<file path="config.mk">
export PLATFORM = sky130hd
export DESIGN_NAME = vid_evt_irq
export DESIGN_NICKNAME = d
export VERILOG_FILES = /design/src/rtl/vid_evt_irq_pkg.sv /design/src/rtl/vid_sync_edge.sv /design/src/rtl/vid_cdown_timer.sv /design/src/rtl/vid_evt_regs.sv /design/src/rtl/vid_evt_irq.sv
export SDC_FILE = /design/constraint.sdc
export NUM_CORES = 1
export LEC_CHECK = 0
export BUFFER_PORTS_ARGS = -buffer_cell sky130_fd_sc_hd__buf_2
export CORE_MARGIN = 2
export CORE_UTILIZATION = 50
export DETAILED_ROUTE_END_ITERATION = 12
export PLACE_DENSITY = 0.87
export SLEW_MARGIN = 10
export SYNTH_ARGS = -nofsm -noshare
export SYNTH_HDL_FRONTEND = slang
export SYNTH_HIERARCHICAL = 1
export SYNTH_SLANG_ARGS = --single-unit
export TNS_END_PERCENT = 20
</file>
<file path="constraint.sdc">
create_clock -name clk -period 1.9 [get_ports clk]
set_clock_uncertainty 0.05 [all_clocks]
set_input_delay 0.475 -clock clk [delete_from_list [all_inputs] [get_ports clk]]
set_output_delay 0.475 -clock clk [all_outputs]
set_load 0.02 [all_outputs]
</file>
<file path="src/rtl/vid_evt_irq_pkg.sv">
package vid_evt_irq_pkg;

    localparam int REG_W = 8;

    // status / enable bit positions (software decodes these)
    localparam int BIT_HFREQ     = 7;
    localparam int BIT_DISP_LEAD = 6;
    localparam int BIT_DISP_TRL  = 5;
    localparam int BIT_CAP_LEAD  = 4;
    localparam int BIT_CAP_TRL   = 3;
    localparam int BIT_VFREQ     = 2;
    localparam int BIT_TIMER     = 1;

    localparam logic [REG_W-1:0] LIVE_MASK = 8'hFE;

    localparam int NUM_SYNC = 2;
    localparam int SYNC_DISP = 0;
    localparam int SYNC_CAP  = 1;

    typedef enum logic {
        SYNC_LOW  = 1'b0,
        SYNC_HIGH = 1'b1
    } sync_state_t;

    typedef enum logic {
        TMR_IDLE  = 1'b0,
        TMR_COUNT = 1'b1
    } tmr_state_t;

endpackage

</file>
<file path="src/rtl/vid_sync_edge.sv">
module vid_sync_edge
    import vid_evt_irq_pkg::*;
(
    input  logic clk,
    input  logic rst_n,
    input  logic sync_in,
    output logic lead_evt,
    output logic trail_evt
);

    sync_state_t state_q;
    sync_state_t state_d;

    // next-state logic
    always_comb begin
        state_d = state_q;
        unique case (state_q)
            SYNC_LOW:  if (sync_in)  state_d = SYNC_HIGH;
            SYNC_HIGH: if (!sync_in) state_d = SYNC_LOW;
        endcase
    end

    // state register
    always_ff @(posedge clk) begin
        if (!rst_n) state_q <= SYNC_LOW;
        else        state_q <= state_d;
    end

    // outputs: one pulse per transition
    always_comb begin
        lead_evt  = 1'b0;
        trail_evt = 1'b0;
        unique case (state_q)
            SYNC_LOW:  lead_evt  = sync_in;
            SYNC_HIGH: trail_evt = !sync_in;
        endcase
    end

endmodule

</file>
<file path="src/rtl/vid_cdown_timer.sv">
module vid_cdown_timer
    import vid_evt_irq_pkg::*;
#(
    parameter int CNT_W = 16
) (
    input  logic             clk,
    input  logic             rst_n,
    input  logic             load,
    input  logic [CNT_W-1:0] value,
    input  logic             tick,
    output logic             zero_evt
);

    localparam logic [CNT_W-1:0] ONE = CNT_W'(1);

    tmr_state_t       state_q;
    tmr_state_t       state_d;
    logic [CNT_W-1:0] cnt_q;
    logic [CNT_W-1:0] rld_q;
    logic             last_step;

    assign last_step = tick && !load && (cnt_q == ONE);

    // next-state logic
    always_comb begin
        state_d = state_q;
        unique case (state_q)
            TMR_IDLE:  if (load && (value != '0)) state_d = TMR_COUNT;
            TMR_COUNT: if (load && (value == '0)) state_d = TMR_IDLE;
        endcase
    end

    // state register
    always_ff @(posedge clk) begin
        if (!rst_n) state_q <= TMR_IDLE;
        else        state_q <= state_d;
    end

    // count and reload registers
    always_ff @(posedge clk) begin
        if (!rst_n) begin
            cnt_q <= '0;
            rld_q <= '0;
        end else if (load) begin
            cnt_q <= value;
            rld_q <= value;
        end else if ((state_q == TMR_COUNT) && tick) begin
            cnt_q <= (cnt_q == ONE) ? rld_q : cnt_q - ONE;
        end
    end

    // outputs
    always_comb begin
        zero_evt = 1'b0;
        unique case (state_q)
            TMR_IDLE:  zero_evt = 1'b0;
            TMR_COUNT: zero_evt = last_step;
        endcase
    end

endmodule

</file>
<file path="src/rtl/vid_evt_regs.sv">
module vid_evt_regs
    import vid_evt_irq_pkg::*;
#(
    parameter int                ADDR_W  = 8,
    parameter logic [ADDR_W-1:0] EN_ADDR = 8'hB4,
    parameter logic [ADDR_W-1:0] ST_ADDR = 8'hB5
) (
    input  logic              clk,
    input  logic              rst_n,
    input  logic [ADDR_W-1:0] bus_addr,
    input  logic              bus_wr,
    input  logic [REG_W-1:0]  bus_wdata,
    output logic [REG_W-1:0]  bus_rdata,
    input  logic [REG_W-1:0]  events,
    output logic [REG_W-1:0]  status_q,
    output logic [REG_W-1:0]  en_q,
    output logic              irq
);

    logic             hit_en;
    logic             hit_st;
    logic [REG_W-1:0] clr_mask;
    logic [REG_W-1:0] status_d;

    assign hit_en = (bus_addr == EN_ADDR);
    assign hit_st = (bus_addr == ST_ADDR);

    always_comb begin
        clr_mask = (bus_wr && hit_st) ? bus_wdata : '0;
        // an arriving event outranks a clear on the same bit
        status_d = ((status_q & ~clr_mask) | events) & LIVE_MASK;
    end

    always_ff @(posedge clk) begin
        if (!rst_n) begin
            status_q <= '0;
            en_q     <= '0;
        end else begin
            status_q <= status_d;
            if (bus_wr && hit_en) en_q <= bus_wdata & LIVE_MASK;
        end
    end

    always_comb begin
        if (hit_en)      bus_rdata = en_q;
        else if (hit_st) bus_rdata = status_q;
        else             bus_rdata = '0;
    end

    assign irq = |(status_q & en_q);

endmodule

</file>
<file path="src/rtl/vid_evt_irq.sv">
module vid_evt_irq
    import vid_evt_irq_pkg::*;
#(
    parameter int                ADDR_W  = 8,
    parameter int                TMR_W   = 16,
    parameter logic [ADDR_W-1:0] EN_ADDR = 8'hB4,
    parameter logic [ADDR_W-1:0] ST_ADDR = 8'hB5
) (
    input  logic              clk,
    input  logic              rst_n,
    input  logic [ADDR_W-1:0] bus_addr,
    input  logic              bus_wr,
    input  logic [REG_W-1:0]  bus_wdata,
    output logic [REG_W-1:0]  bus_rdata,
    input  logic              disp_vsync,
    input  logic              cap_vsync,
    input  logic              hfreq_chg,
    input  logic              vfreq_chg,
    input  logic              tmr_tick,
    input  logic              tmr_load,
    input  logic [TMR_W-1:0]  tmr_value,
    output logic              irq
);

    logic [NUM_SYNC-1:0] sync_vec;
    logic [NUM_SYNC-1:0] lead_vec;
    logic [NUM_SYNC-1:0] trail_vec;
    logic                tmr_evt;
    logic [REG_W-1:0]    events;
    logic [REG_W-1:0]    status_q;
    logic [REG_W-1:0]    en_q;

    always_comb begin
        sync_vec            = '0;
        sync_vec[SYNC_DISP] = disp_vsync;
        sync_vec[SYNC_CAP]  = cap_vsync;
    end

    for (genvar g = 0; g < NUM_SYNC; g++) begin : g_sync
        vid_sync_edge u_edge (
            .clk       (clk),
            .rst_n     (rst_n),
            .sync_in   (sync_vec[g]),
            .lead_evt  (lead_vec[g]),
            .trail_evt (trail_vec[g])
        );
    end

    vid_cdown_timer #(.CNT_W(TMR_W)) u_timer (
        .clk      (clk),
        .rst_n    (rst_n),
        .load     (tmr_load),
        .value    (tmr_value),
        .tick     (tmr_tick),
        .zero_evt (tmr_evt)
    );

    always_comb begin
        events                = '0;
        events[BIT_HFREQ]     = hfreq_chg;
        events[BIT_DISP_LEAD] = lead_vec[SYNC_DISP];
        events[BIT_DISP_TRL]  = trail_vec[SYNC_DISP];
        events[BIT_CAP_LEAD]  = lead_vec[SYNC_CAP];
        events[BIT_CAP_TRL]   = trail_vec[SYNC_CAP];
        events[BIT_VFREQ]     = vfreq_chg;
        events[BIT_TIMER]     = tmr_evt;
    end

    vid_evt_regs #(
        .ADDR_W  (ADDR_W),
        .EN_ADDR (EN_ADDR),
        .ST_ADDR (ST_ADDR)
    ) u_regs (
        .clk       (clk),
        .rst_n     (rst_n),
        .bus_addr  (bus_addr),
        .bus_wr    (bus_wr),
        .bus_wdata (bus_wdata),
        .bus_rdata (bus_rdata),
        .events    (events),
        .status_q  (status_q),
        .en_q      (en_q),
        .irq       (irq)
    );

endmodule

</file>
==> metrics.md <==
| Metric | Value |
|---|---|
| Starting Density | 0.5250 |
| VDD IR max | roughly 370 uV |
| Final nets | 406 |
| PwrDens | 750.1 mW/mm2 |
| Ratio of cells with drive above 1 in the final layout | 0.2610 |
| First-pass DRT Iterations | 5 |
| Chip height | 77.93 um |
| Post-synthesis cell area | 0.002733 mm2 |
| Max Slew Vio Count | 0 |
| DR vias | 2489 |
| Vias/cell | 5.735 |
| Die Area | about 0.0061 mm2 |
| Filler cells | 439 |
| CP endpoint kind | output pin |
| CTS Hold Bufs | 0 |
| Synth warn | 6 |
| DRC errors left | 0 |
| H-tree Lvls | 2 |
| Initial antenna violation count | 0 |
| CTS tree | built |
| RSZ-0062 raised after global routing | true |
| Input/output buffers | 47 |
| Pin count of the biggest net entering global routing | 57 |
| Die width | 77.93 um |
| Crit path DAT | 1.32 ns |
| Outcome | complete, no violations |
| Max-cap violations | 0 |
| Vias in the first global route | between 2000 and 2500 |
| Min Clock Period, post-route | 1.848 ns |
| Critical Setup Path Class | flip-flop to output pin |
| Core area | 0.005205 mm2 |
| Design area | 0.003199 mm2 |
| Leak Pwr | 1.430 nW |
| Worst-path clk slew | 0.09 ns |
| Final wirelength | 6.610 mm |
| CTS Sinks | 49 |
| CP Max Fanout | 3 |
| Root Driver | clkbuf_8 |
| Fin crit share | 0.9728 |
| Post-synthesis cell count | 309 |
| Number of cell rows | 26 |
| First-pass GRT wire length | 11.16 mm |
| Skew-Pair Late Insertion Delay | approximately 0.3 ns |
| Grt total ovfl | 0 |
| Post-route ant nets | 0 |
| Synth Area per Inst | 8.843 um2 |
| GRT Total Usage | 0.2263 |
| Area grow syn2layout | 17.08% |
| Placer congestion estimate | 0.8578 |
| Startpoint Class | flip-flop |
| DPL Wire Length | 4.778 mm |
| Max Freq | 0.5410 GHz |
| Syn Nets | 352 |
| Min-delay worst type | input port to flip-flop |
| Post-CTS setup buffers | 0 |
| Final setup fails | 0 |
| CP required | 1.37 ns |
| I/O Pins | 50 |
| Routed length per placed instance | 15.23 um |
| Inserted Diodes | 0 |
| Post-place instance area | 0.003064 mm2 |
| Post-Route Setup TNS | 0 ns |
| Max clock buf depth | 2 |
| Final Hold Violating Endpoints | 0 |
| Total CTS buffers | 5 |
| DRT iter0 DRCs | 178 |
[path summary, 6_finish.rpt]
check	slack (ns)	cells after the start	startpoint	endpoint
max	0.05	3	u_regs/en_q[4]	irq
min	0.31	2	bus_wdata[7]	u_regs/status_q[7]
max reg2reg	0.13	8	u_timer/cnt_q[1]	u_timer/cnt_q[12]
min reg2reg	0.44	2	u_regs/en_q[7]	u_regs/en_q[7]
[placed cells by master, fill, tap and decap left out, types with 2 or more instances in the layout]
cell	instances
o21ai_1	11
mux2i_1	33
nand2_1	34
buf_2	46
a31oi_1	11
o21ai_0	14
xnor2_1	5
nor4_2	2
buf_4	19
nor3_1	6
nand3_1	5
a22o_1	15
nor2_1	19
o31ai_1	2
nand2b_1	2
nor4_1	3
nand4b_1	2
inv_1	10
and2_1	2
nor2b_1	20
a21oi_1	4
o21ai_2	6
a22oi_1	2
and3_1	3
clkbuf_8	6
dfxtp_1	49
ha_1	2
and4_1	2
[routing by layer]
metal | vias to the layer above | global-route usage | share of wire | wire [um]
met2 | 98 | 0.3845 | 0.50 | 3287
met4 | 0 | 0.09825 | 0.024 | 159
met5 | - | 0 | 0 | 0
li1 | 1211 | - | - | -
met3 | 22 | 0.04302 | 0.059 | 393
met1 | 1158 | 0.2787 | 0.42 | 2770
[area by class of cell]
class	instances	area [um2]	area share
tap	70	87.58	0.02738
clock inverter	2	37.54	0.01173
multi-input combinational	232	1600	0.5002
inverter	10	37.54	0.01173
sequential	49	980.9	0.3066
clock buffer	6	82.58	0.02581
timing repair buffer	65	372.9	0.1165
[worst max-delay path: stages, from the launching register on]
cell      delay (ns)
dfxtp_1         0.34
a222oi_1        0.37
nand3_1         0.13
buf_2           0.17
[sequential cells by signal, summed over array words and instances (netlist names), named ones only]
| register | cells |
|---|---|
| u_timer/cnt_q | 16 |
| u_timer/rld_q | 16 |
| u_regs/en_q | 7 |
| u_regs/status_q | 7 |
| g_sync.u_edge/state_q | 2 |
[per-stage QoR]
step           worst slack (ns)  hold slack (ns)  cells  power (mW)    util
2_1_floorplan            0.1077           0.3956    309       1.474       -
3_3_place_gp            0.06636           0.4105    426       1.605  0.5887
3_5_place_dp            0.02913           0.4233    426       1.629  0.5887
4_1_cts                 0.02099           0.3018    434       2.408  0.6118
5_1_grt                -0.01230           0.2992    434       2.516  0.6147
6_report                0.05174           0.3104    434       2.400  0.6147
[what timing repair did]
| item | in CTS | in global routing |
|---|---|---|
| endpoints found under the hold margin | 0 | 0 |
| setup endpoints to repair | 0 | 10 |
| resized for setup | 0 | 5 |
[power breakdown]
group,leakage (nW),internal (mW),switching [mW]
Sequential,0.404,1.08,0.0629
Clock,0.0574,0.428,0.354
Combinational,0.968,0.228,0.243
Total,1.43,1.74,0.661
Power figures use the tool's default switching activity.
